`config.mk`:
```
export PLATFORM = sky130hd
export DESIGN_NAME = udt_channel
export DESIGN_NICKNAME = d
export VERILOG_FILES = /design/src/rtl/udt_pkg.sv /design/src/rtl/udt_counter.sv /design/src/rtl/udt_ctlreg.sv /design/src/rtl/udt_channel.sv
export SDC_FILE = /design/constraint.sdc
export NUM_CORES = 1
export LEC_CHECK = 0
export BUFFER_PORTS_ARGS = -buffer_cell sky130_fd_sc_hd__buf_4
export CAP_MARGIN = 20
export CORE_MARGIN = 1
export CORE_UTILIZATION = 47
export DETAILED_ROUTE_END_ITERATION = 10
export GPL_TIMING_DRIVEN = 0
export PLACE_DENSITY = 0.77
export SYNTH_ARGS = -nofsm -noshare
export SYNTH_HDL_FRONTEND = slang
export SYNTH_HIERARCHICAL = 1
export SYNTH_SLANG_ARGS = --single-unit
export TNS_END_PERCENT = 50
```
`constraint.sdc`:
```
create_clock -name clk -period 2.45 [get_ports clk]
set_input_delay 0.1225 -clock clk [delete_from_list [all_inputs] [get_ports clk]]
set_output_delay 0.1225 -clock clk [all_outputs]
set_load 0.02 [all_outputs]
```
`src/rtl/udt_pkg.sv`:
```
package udt_pkg;
  localparam int CTL_W = 32;
  localparam int B_EN  = 0;
  localparam int B_AR  = 1;
  localparam int B_LD  = 2;
  localparam int B_IE  = 3;
  localparam int B_IP  = 4;
  localparam int CTL_FIELD = B_IP + 1;

  typedef struct packed {
    logic en;
    logic ar;
    logic ie;
    logic ip;
  } udt_ctl_t;

  function automatic logic [CTL_W-1:0] ctl_to_word(udt_ctl_t c);
    logic [CTL_W-1:0] w;
    w       = '0;
    w[B_EN] = c.en;
    w[B_AR] = c.ar;
    w[B_IE] = c.ie;
    w[B_IP] = c.ip;
    return w;
  endfunction
endpackage

```
`src/rtl/udt_counter.sv`:
```
module udt_counter #(
  parameter int W = 32
) (
  input  logic         clk,
  input  logic         rst_n,
  input  logic         cnt_we,
  input  logic [W-1:0] cnt_wdata,
  input  logic         load_req,
  input  logic [W-1:0] rld_val,
  input  logic         step,
  input  logic         auto_rst,
  output logic [W-1:0] cnt_q,
  output logic         uf_evt
);
  localparam logic [W-1:0] ALL_ONES = '1;

  function automatic logic [W-1:0] next_down(logic [W-1:0] c);
    return c - {{(W-1){1'b0}}, 1'b1};
  endfunction

  function automatic logic is_floor(logic [W-1:0] c);
    return c == '0;
  endfunction

  logic wr_any;
  assign wr_any = cnt_we | load_req;
  assign uf_evt = step & is_floor(cnt_q) & ~wr_any;

  always_ff @(posedge clk or negedge rst_n) begin
    if (!rst_n)          cnt_q <= '0;
    else if (cnt_we)     cnt_q <= cnt_wdata;
    else if (load_req)   cnt_q <= rld_val;
    else if (uf_evt)     cnt_q <= auto_rst ? rld_val : ALL_ONES;
    else if (step)       cnt_q <= next_down(cnt_q);
  end

  a_r2_write_wins: assert property (@(posedge clk) disable iff (!rst_n)
    cnt_we |=> cnt_q == $past(cnt_wdata));
  a_r10_load_copies: assert property (@(posedge clk) disable iff (!rst_n)
    load_req && !cnt_we |=> cnt_q == $past(rld_val));
  a_r3_step_down: assert property (@(posedge clk) disable iff (!rst_n)
    step && cnt_q != '0 && !cnt_we && !load_req |=> cnt_q == $past(cnt_q) - 1'b1);
  a_r3_hold: assert property (@(posedge clk) disable iff (!rst_n)
    !step && !cnt_we && !load_req |=> $stable(cnt_q));
  a_r5_restart: assert property (@(posedge clk) disable iff (!rst_n)
    uf_evt && auto_rst |=> cnt_q == $past(rld_val));
  a_r6_park: assert property (@(posedge clk) disable iff (!rst_n)
    uf_evt && !auto_rst |=> &cnt_q);
endmodule

```
`src/rtl/udt_ctlreg.sv`:
```
module udt_ctlreg
  import udt_pkg::*;
(
  input  logic                 clk,
  input  logic                 rst_n,
  input  logic                 ctl_we,
  input  logic [CTL_FIELD-1:0] ctl_wdata,
  input  logic                 uf_evt,
  output udt_ctl_t             ctl,
  output logic                 load_req
);
  logic clr_req;
  assign load_req = ctl_we & ctl_wdata[B_LD];
  assign clr_req  = ctl_we & ctl_wdata[B_IP];

  always_ff @(posedge clk or negedge rst_n) begin
    if (!rst_n) begin
      ctl <= '0;
    end else begin
      if (ctl_we) begin
        ctl.en <= ctl_wdata[B_EN];
        ctl.ar <= ctl_wdata[B_AR];
        ctl.ie <= ctl_wdata[B_IE];
      end else if (uf_evt && !ctl.ar) begin
        ctl.en <= 1'b0;
      end
      if (uf_evt && ctl.ie) ctl.ip <= 1'b1;
      else if (clr_req)     ctl.ip <= 1'b0;
    end
  end

  a_r6_stop: assert property (@(posedge clk) disable iff (!rst_n)
    uf_evt && !ctl.ar && !ctl_we |=> !ctl.en);
  a_r7_set_pending: assert property (@(posedge clk) disable iff (!rst_n)
    uf_evt && ctl.ie |=> ctl.ip);
  a_r8_clear: assert property (@(posedge clk) disable iff (!rst_n)
    clr_req && !uf_evt |=> !ctl.ip);
  a_r8_sticky: assert property (@(posedge clk) disable iff (!rst_n)
    ctl.ip && !clr_req |=> ctl.ip);
endmodule

```
`src/rtl/udt_channel.sv`:
```
module udt_channel
  import udt_pkg::*;
#(
  parameter int W = 32
) (
  input  logic             clk,
  input  logic             rst_n,
  input  logic             tick,
  input  logic             cnt_we,
  input  logic             rld_we,
  input  logic             ctl_we,
  input  logic [W-1:0]     wdata,
  output logic [W-1:0]     cnt_q,
  output logic [W-1:0]     rld_q,
  output logic [CTL_W-1:0] ctl_q,
  output logic             irq
);
  udt_ctl_t ctl;
  logic     load_req;
  logic     uf_evt;
  logic     step;

  assign step = tick & ctl.en;

  always_ff @(posedge clk or negedge rst_n) begin
    if (!rst_n)      rld_q <= '0;
    else if (rld_we) rld_q <= wdata;
  end

  udt_ctlreg u_ctl (
    .clk      (clk),
    .rst_n    (rst_n),
    .ctl_we   (ctl_we),
    .ctl_wdata(wdata[CTL_FIELD-1:0]),
    .uf_evt   (uf_evt),
    .ctl      (ctl),
    .load_req (load_req)
  );

  udt_counter #(.W(W)) u_cnt (
    .clk      (clk),
    .rst_n    (rst_n),
    .cnt_we   (cnt_we),
    .cnt_wdata(wdata),
    .load_req (load_req),
    .rld_val  (rld_q),
    .step     (step),
    .auto_rst (ctl.ar),
    .cnt_q    (cnt_q),
    .uf_evt   (uf_evt)
  );

  assign ctl_q = ctl_to_word(ctl);
  assign irq   = ctl.ip;

  a_r9_irq_cause: assert property (@(posedge clk) disable iff (!rst_n)
    $rose(irq) |-> $past(uf_evt));
  a_r11_reload_keep: assert property (@(posedge clk) disable iff (!rst_n)
    !rld_we |=> $stable(rld_q));
endmodule

```
==> metrics.cfg, run 1 <==
[global_route]
grt_pass1_vias = 4505
grt_pass1_wl_um = 25500
grt_max_degree = 69
grt_antenna_before_repair = 0
overflow = 0
top_usage_layer = met2
grt_util_met2 = 0.530
grt_util_all_layers = 0.339
grt_use_met3 = 0.0522
use_met1 = 0.461

[synth]
synth_area_leader_cell = dfrtp_1
synth_edf_count = 0
synth_flop_cell = dfrtp_1
ys_async_sr_fraction = 1.00
synth.top_cells.by_area = dfrtp_1 (38%), mux2_4 (9.9%), buf_4 (4.8%), a21oi_1 (3.9%), o21ai_0 (3.3%)
netlist_area_mm2 = 0.00454
syn_inst = 487
ys_warn_count = 6
ys_seq_elements = 68
synth.distinct_cells = 61
netlist.area_leader.share = 0.375
syn_area_per_cell_um2 = 9.32
ys_seq_area_frac = 0.375

[power_and_ir_drop]
powerDensity_mw_per_mm2 = 562
vdd_ir_drop_max_uv = 363
power_switching_mw = 1.36
p_seq_frac = 0.408
p_clk_frac = 0.252
p_leak_nw = 2.82
p_int_mw = 2.24
swShare = 0.378
combPwrFrac = 0.340

[finish]
num_antenna_cells = 0
syn_to_final_growth_pct = 41.5
layout-drive-gt1-share = 0.430
mostFrequentLayoutCells = buf_4 (157), dfrtp_1 (62), nand2_1 (37), a21oi_1 (33), mux2_4 (31)
fin_area_mm2 = 0.00642
nets = 697
final_common_cell = buf_4

[sta]
rsz0062_at_grt = true
slew_violations = 0
timing.final.crit_share = 1.17
clock_skew_ns = 0.0162
worst_pin_slew_ns = 0.911
hold_viol_final = 0
slew_headroom = 0.393
final-setup-viol-count = 32
max_freq_mhz = 349
fin_ws_ns = -0.412
fin_crit_ns = 2.86

[drt]
vias = 4737
drc = 0
drt_iter0_markers = 420
antenna_left = 0
firstDrtPassIters = 5
wirelength_um = 16900
vias_per_cell = 5.98
wire_per_inst_um = 21.3

[worst_setup_path]
path_cells = and2_1 > clkbuf_1 > nor4b_4 > nand3_2 > or4_4 > buf_6 > o31ai_4 > o211ai_1
r2r-end = u_cnt/cnt_q[21]$_DFFE_PN0P_
crit_type = reg2reg
cp_num_buf_inv = 2
cp_top_family = simple AND/OR/NAND/NOR gates
critPathCapture = u_cnt/cnt_q[21]$_DFFE_PN0P_
critPathArrivalTime_ns = 3.09
critPathMaxFanout = 10
worst-path-stages = 8
cp-start-kind = flop
r2r-start = u_ctl/ctl[3]$_DFFE_PN0P_
cp_slowest_cell = or4_4
cp-startpoint = u_ctl/ctl[3]$_DFFE_PN0P_
regToRegSetupSlack_ns = -0.41
crit_required_ns = 2.67
end_kind = flop
reg2regPathDepth = 8
max_stage_delay_ns = 0.62

[clock_network]
htree_levels = 3
cts_made_buffers = 9
clkLatencyLatePin_ns = 0.36
cts_root_buffer = clkbuf_8
clk_pin_slew_ns = 0.09
clock_path_buffers = 2
cts_tree = built
cts_sinks = 68

[placement]
place_area_mm2 = 0.00562
dp_hpwl_um = 11100
routabilityCongestion = 0.987
place_ws_ns = -0.987
port-buffer-count = 105

[floorplan]
ios = 135
core_mm2 = 0.00928
fp.dieW_um = 100
die_area_mm2 = 0.0101
die_h_um = 100
placementRows = 35
start_util = 0.489

[run]
drv_cap = 0

[outcome]
outcome = finished, violations left
violations = negative setup slack

[worst_hold_path]
min_path_type = in2reg

final cells by class:
class                      instances  area (um^2)
buffer                            58          454
clock buffer                      11          151
clock inverter                     5         36.3
fill                             771         2860
inverter                          13         61.3
multi-input combinational        372         2770
sequential                        68         1710
tap                              129          161
timing repair buffer             136         1080
routing by layer:
metal | vias up | part of all wire
met5 | - | 0
met4 | 0 | 0.036
met3 | 54 | 0.094
met2 | 294 | 0.46
met1 | 2286 | 0.41
li1 | 2103 | -
flip-flops by register name (all words and copies together) (netlist names):
| name | count |
|---|---|
| u_cnt/cnt_q | 32 |
| rld_q | 32 |
| u_ctl/ctl | 4 |
cells by family after synthesis:
kind of cell / share of synthesized area
AND/OR/NAND/NOR: 0.179
AO/OA/AOI/OAI: 0.210
buffers and inverters: 0.100
flip-flops: 0.375
multiplexers: 0.118
XOR/XNOR: 0.0135
adder cells (fa/ha/maj): 0.00276
other: 0.000827
metrics by stage:
step / hold WS [ns] / utilization / cells / setup TNS, ns / total power, mW
global route: 0.000662 / 0.692 / 792 / -10.34 / 3.76
floorplan: -0.173 / - / 514 / -3.95 / 2.10
CTS: 0.000780 / 0.677 / 790 / -7.43 / 3.54
finish: 0.00482 / 0.692 / 792 / -8.28 / 3.61
global placement: 0.300 / 0.605 / 748 / -21.99 / 2.54
detailed placement: 0.305 / 0.605 / 748 / -20.54 / 2.56
worst min path at each step:
stage	from	cells past startpoint	to	slack, ns
after floorplan	rst_n	0	rld_q[0]$_DFFE_PN0P_	-0.17
after global placement	rst_n	1	rld_q[26]$_DFFE_PN0P_	0.30
after detailed placement	rst_n	1	u_cnt/cnt_q[26]$_DFFE_PN0P_	0.30
after CTS	wdata[31]	2	rld_q[31]$_DFFE_PN0P_	0.0008
after global routing	wdata[31]	2	rld_q[31]$_DFFE_PN0P_	0.0007
final	wdata[31]	2	rld_q[31]$_DFFE_PN0P_	0.005
synthesized netlist by cell type (4+ instances only):
library cell and count:
and2_1 4, nand2_1 37, nand3_1 5, or2_2 5
a211oi_1 6, o211ai_1 7, buf_4 29, or4_1 10
o21ai_0 30, mux2_2 5, o31ai_1 10, nand4_1 6
mux2_4 30, or3_1 9, xnor2_1 6, a31oi_1 9
nor4_1 12, a21oi_1 35, nand2b_1 5, o22ai_1 11
dfrtp_1 68, o211a_1 4, inv_1 12, clkbuf_1 24
nor2b_1 4, a221o_1 4, nor3_1 14, nor2_1 27
a22oi_1 4
repair_timing:
action | CTS | global route
setup buffers | 23 | 4
pin swaps | 22 | 12
endpoints found under the hold margin | 70 | 0
setup endpoints to repair | 34 | 33
hold buffers | 3 | 0
cloned | 1 | 0
resized for setup | 57 | 23
worst register-to-register path: cells and delay by family (launching register included):
family | cells | cell delay (ns)
compound gates | 2 | 0.26
buf+inv | 2 | 0.59
flops | 1 | 0.38
simple gates | 4 | 1.51
power groups by stage:
| stage | clock [mW] | sequential [mW] | combinational [mW] |
|---|---|---|---|
| after global routing | 0.967 | 1.49 | 1.30 |
| final | 0.910 | 1.47 | 1.23 |
| after floorplan | 0 | 1.58 | 0.516 |
| after global placement | 0 | 1.47 | 1.07 |
| after detailed placement | 0 | 1.47 | 1.09 |
| after CTS | 0.918 | 1.45 | 1.17 |
(Power assumes the default switching activity.)
==> run 2, diff against run 1 <==
--- a/config.mk
+++ b/config.mk
@@ -11,7 +11,7 @@
 export CORE_UTILIZATION = 47
 export DETAILED_ROUTE_END_ITERATION = 10
 export GPL_TIMING_DRIVEN = 0
-export PLACE_DENSITY = 0.77
+export PLACE_DENSITY = 0.89
 export SYNTH_ARGS = -nofsm -noshare
 export SYNTH_HDL_FRONTEND = slang
 export SYNTH_HIERARCHICAL = 1
==> metrics.cfg, run 2 (synthesis results as in run 1) <==
[global_route]
grt_pass1_vias = 4718
overflow = 0
grt_util_all_layers = 0.331
grt_pass1_wl_um = 25200
grt_antenna_before_repair = 0
grt_max_degree = 69

[finish]
stdcell_count = 785
syn_to_final_growth_pct = 39.2
final_common_cell = buf_4
num_antenna_cells = 0
top_regs = rld_q (32), u_cnt/cnt_q (32), u_ctl/ctl (4)
fillers = 764
mostFrequentLayoutCells = buf_4 (151), dfrtp_1 (60), nand2_1 (37), a21oi_1 (34), mux2_4 (31)
nets = 690
layout-drive-gt1-share = 0.418
regArea_mm2 = 0.00171
post-route-util = 0.680
multi_input_area_mm2 = 0.00267

[sta]
slew_headroom = 0.388
setup-tns-final_ns = -8.42
clock_skew_ns = 0.0121
final-setup-viol-count = 33
hold_viol_final = 0
fin_crit_ns = 2.82
fin_ws_ns = -0.369
rsz0062_at_grt = true
timing.final.crit_share = 1.15
worst_pin_slew_ns = 0.915
slew_violations = 0
max_freq_mhz = 355

[placement]
routabilityCongestion = 0.946
dp_hpwl_um = 11300
placed_cells = 748
port-buffer-count = 105

[clock_network]
cts_root_buffer = clkbuf_8
clkLatencyLatePin_ns = 0.36
clock_path_buffers = 2
clk_pin_slew_ns = 0.09
cts_tree = built
cts_made_buffers = 9
htree_levels = 3
cts_sinks = 68

[run]
drv_cap = 0

[drt]
firstDrtPassIters = 6
wire_per_inst_um = 21.5
drc = 0
vias_per_cell = 6.19
wirelength_um = 16900
drt_iter0_markers = 535
antenna_left = 0
vias = 4862

[worst_setup_path]
crit_required_ns = 2.68
critPathArrivalTime_ns = 3.05
cp-start-kind = flop
reg2regPathDepth = 10
critPathMaxFanout = 3
end_kind = flop
r2r-start = u_cnt/cnt_q[1]$_DFFE_PN0P_
cp-startpoint = u_cnt/cnt_q[1]$_DFFE_PN0P_
crit_type = reg2reg
regToRegSetupSlack_ns = -0.37

[power_and_ir_drop]
p_total_mw = 3.76
vdd_ir_drop_max_uv = 312
powerDensity_mw_per_mm2 = 595
p_leak_nw = 2.79

[floorplan]
placementRows = 35
die_area_mm2 = 0.0101
die_h_um = 100
ios = 135
start_util = 0.489
fp.dieW_um = 100
core_mm2 = 0.00928

[outcome]
violations = negative setup slack
outcome = finished, violations left

[worst_hold_path]
hold_path.startpoint = wdata[9]
worstHoldPathCells = 2
min_path_type = in2reg

run 2: worst paths after layout:
path	end
hold reg to reg	u_ctl/ctl[0]$_DFFE_PN0P_
hold / removal	rld_q[9]$_DFFE_PN0P_
setup reg to reg	u_cnt/cnt_q[11]$_DFFE_PN0P_
min in group asynchronous	rld_q[8]$_DFFE_PN0P_
setup / recovery	u_cnt/cnt_q[11]$_DFFE_PN0P_
max in group asynchronous	u_cnt/cnt_q[25]$_DFFE_PN0P_
run 2: where the power goes:
part	total (mW)	internal, mW	switching (mW)
registers	1.46	1.26	0.207
clock network	1.08	0.599	0.480
logic	1.22	0.553	0.664
total	3.76	2.41	1.35
run 2: metal layers:
| metal | global-route usage | routed length [um] | up-vias |
|---|---|---|---|
| met3 | 0.0689 | 1850 | 95 |
| li1 | - | - | 2099 |
| met4 | 0.194 | 883 | 0 |
| met5 | 0 | 0 | - |
| met2 | 0.525 | 7730 | 392 |
| met1 | 0.419 | 6400 | 2276 |
run 2: what timing repair did:
item / in CTS / in global routing
gates resized for setup: 49 / 20
hold buffers: 2 / 1
endpoints found under the setup margin: 34 / 34
pin swaps: 18 / 8
endpoints found under the hold margin: 69 / 1
setup buffers: 16 / 5
cloned: 1 / 0
run 2: worst max-delay path, stage by stage (launching register included):
cell	delay, ns
dfrtp_2	0.42
inv_2	0.07
ha_4	0.14
or4b_4	0.47
buf_4	0.15
buf_6	0.11
nor4_4	0.31
nand4_1	0.21
buf_6	0.19
o31a_1	0.30
a221o_1	0.32
run 2: layout make-up:
cell class / count / area share
flip-flops and latches: 68 / 0.271
multi-input cells: 372 / 0.423
repair buffers: 129 / 0.161
well taps: 129 / 0.0256
plain buffers: 58 / 0.0737
clock buffers: 10 / 0.0218
inverters: 13 / 0.00971
clock inverters: 6 / 0.0139
run 2: per-stage QoR:
stage	hold WS [ns]	setup slack, ns	cell area, um^2
global route	0.00270	-0.409	6320
global placement	0.296	-1.09	5620
finish	0.00567	-0.369	6320
detailed placement	0.303	-1.08	5620
floorplan	-0.173	-0.241	4670
CTS	0.0000477	-0.305	6210
==> run 3, diff against run 2 <==
--- a/config.mk
+++ b/config.mk
@@ -7,10 +7,13 @@
 export LEC_CHECK = 0
 export BUFFER_PORTS_ARGS = -buffer_cell sky130_fd_sc_hd__buf_4
 export CAP_MARGIN = 20
+export CELL_PAD_IN_SITES_DETAIL_PLACEMENT = 0
+export CELL_PAD_IN_SITES_GLOBAL_PLACEMENT = 1
 export CORE_MARGIN = 1
-export CORE_UTILIZATION = 47
+export CORE_UTILIZATION = 35
 export DETAILED_ROUTE_END_ITERATION = 10
 export GPL_TIMING_DRIVEN = 0
+export MAX_ROUTING_LAYER = met4
 export PLACE_DENSITY = 0.89
 export SYNTH_ARGS = -nofsm -noshare
 export SYNTH_HDL_FRONTEND = slang
==> metrics.cfg, run 3 (synthesis results as in run 1) <==
[worst_setup_path]
r2r-start = u_cnt/cnt_q[9]$_DFFE_PN0P_
r2r-end = u_cnt/cnt_q[21]$_DFFE_PN0P_
critPathMaxFanout = 4
crit_type = reg2reg
path_cells = or4_4 > buf_6 > or4_4 > or4_4 > buf_6 > o31ai_2 > o211ai_1
cp_slowest_cell = or4_4
end_kind = flop
max_stage_delay_ns = 0.62
critPathArrivalTime_ns = 3.00
reg2regPathDepth = 7
cpMostUsedCell = or4_4
regToRegSetupSlack_ns = -0.33
crit_required_ns = 2.67
cp-start-kind = flop

[worst_hold_path]
worstHoldPathCells = 2
hold_path.startpoint = wdata[11]
holdPathEnd = rld_q[11]$_DFFE_PN0P_
min_path_type = in2reg

[finish]
syn_to_final_growth_pct = 45.1
layout-drive-gt1-share = 0.437
regArea_mm2 = 0.00171
stdcell_count = 835
fillers = 1238
top_regs = rld_q (32), u_cnt/cnt_q (32), u_ctl/ctl (4)
num_antenna_cells = 0
final_common_cell = buf_4
fin_area_mm2 = 0.00658
multi_input_area_mm2 = 0.00275
nets = 697
mostFrequentLayoutCells = buf_4 (159), dfrtp_1 (59), nand2_1 (37), mux2_4 (31), a21oi_1 (31)

[drt]
vias = 4752
wirelength_um = 17400
vias_per_cell = 5.69
wire_per_inst_um = 20.9
drc = 0
firstDrtPassIters = 5
drt_iter0_markers = 377
antenna_left = 0

[placement]
routabilityCongestion = 0.901
dp_hpwl_um = 11700
port-buffer-count = 105
placed_cells = 791
place_area_mm2 = 0.00567

[clock_network]
clock_path_buffers = 2
cts_root_buffer = clkbuf_16
clkLatencyLatePin_ns = 0.35
cts_tree = built
cts_sinks = 68
clk_pin_slew_ns = 0.06
htree_levels = 3
cts_made_buffers = 9

[power_and_ir_drop]
vdd_ir_drop_max_uv = 425
powerDensity_mw_per_mm2 = 604
p_leak_nw = 2.89

[sta]
worst_pin_slew_ns = 0.894
fin_crit_ns = 2.78
setup-tns-final_ns = -5.87
fin_ws_ns = -0.333
slew_violations = 0
rsz0062_at_grt = true
hold_viol_final = 0
final-setup-viol-count = 30
clock_skew_ns = 0.0101
slew_headroom = 0.404
whs_ns = 0.00908
timing.final.crit_share = 1.14
max_freq_mhz = 359

[floorplan]
ios = 135
placementRows = 41
die_h_um = 116
die_area_mm2 = 0.0134
start_util = 0.360
fp.dieW_um = 116
core_mm2 = 0.0126

[outcome]
outcome = finished, violations left
violations = negative setup slack

[global_route]
overflow = 0
grt_antenna_before_repair = 0
grt_pass1_wl_um = 25600
grt_util_all_layers = 0.269
grt_pass1_vias = 4411
grt_max_degree = 69

[run]
drv_cap = 0

## run 3: cell types whose count changed in the layout (fill, tap and decap cells not counted), sizes merged
cell	delta
clkinv	+2
bufbuf	+1
clkbuf	-1
buf	+10
bufinv	-1
dlygate4sd3	-2
clkinvlp	-2
## run 3: stage by stage
step / power, mW / setup WS (ns) / util
2_1_floorplan: 2.10 / -0.241 / -
5_1_grt: 4.15 / -0.381 / 0.522
6_report: 3.98 / -0.333 / 0.522
3_5_place_dp: 2.57 / -1.02 / 0.449
4_1_cts: 3.92 / -0.398 / 0.506
3_3_place_gp: 2.55 / -1.04 / 0.449
## run 3: worst max path at each step
stage / to / slack [ns] / from
6_report: u_cnt/cnt_q[21]$_DFFE_PN0P_ / -0.33 / u_cnt/cnt_q[9]$_DFFE_PN0P_
5_1_grt: u_cnt/cnt_q[21]$_DFFE_PN0P_ / -0.38 / u_cnt/cnt_q[0]$_DFFE_PN0P_
4_1_cts: u_cnt/cnt_q[21]$_DFFE_PN0P_ / -0.40 / u_cnt/cnt_q[0]$_DFFE_PN0P_
3_5_place_dp: u_cnt/cnt_q[17]$_DFFE_PN0P_ / -1.02 / u_cnt/cnt_q[9]$_DFFE_PN0P_
3_3_place_gp: u_cnt/cnt_q[17]$_DFFE_PN0P_ / -1.04 / u_cnt/cnt_q[9]$_DFFE_PN0P_
2_1_floorplan: u_cnt/cnt_q[25]$_DFFE_PN0P_ / -0.24 / u_cnt/cnt_q[0]$_DFFE_PN0P_
## run 3: cell type report
class / instances / share of cell area
Timing Repair Buffer: 136 / 0.167
Buffer: 58 / 0.0699
Multi-Input combinational cell: 372 / 0.418
Tap cell: 172 / 0.0327
Inverter: 13 / 0.00931
Clock inverter: 5 / 0.00798
Sequential cell: 68 / 0.260
Clock buffer: 11 / 0.0354
## run 3: metal layers
metal,share of wire,up-vias,track usage
met2,0.46,289,0.406
met4,0.029,0,0.113
met5,0,-,-
met3,0.097,52,0.0596
li1,-,2114,-
met1,0.41,2297,0.348
## run 3: repair_timing
item | in CTS | in global routing
setup endpoints to repair | 34 | 32
cloned | 3 | 0
endpoints found under the hold margin | 68 | 0
buffers inserted | 15 | 12
hold buffers | 1 | 0
resized for setup | 53 | 31
pin swaps | 17 | 13
## run 3: critical path: cells and delay by family (launching register included)
kind	cells	cell delay, ns
buffers and inverters	2	0.29
AND/OR/NAND/NOR	3	1.71
flip-flops	1	0.40
AO/OA/AOI/OAI	2	0.26
## run 3: power breakdown
| part | total, mW | switching [mW] | internal [mW] |
|---|---|---|---|
| Combinational | 1.22 | 0.664 | 0.560 |
| Clock | 1.28 | 0.502 | 0.783 |
| Sequential | 1.47 | 0.210 | 1.26 |
| Total | 3.98 | 1.38 | 2.60 |
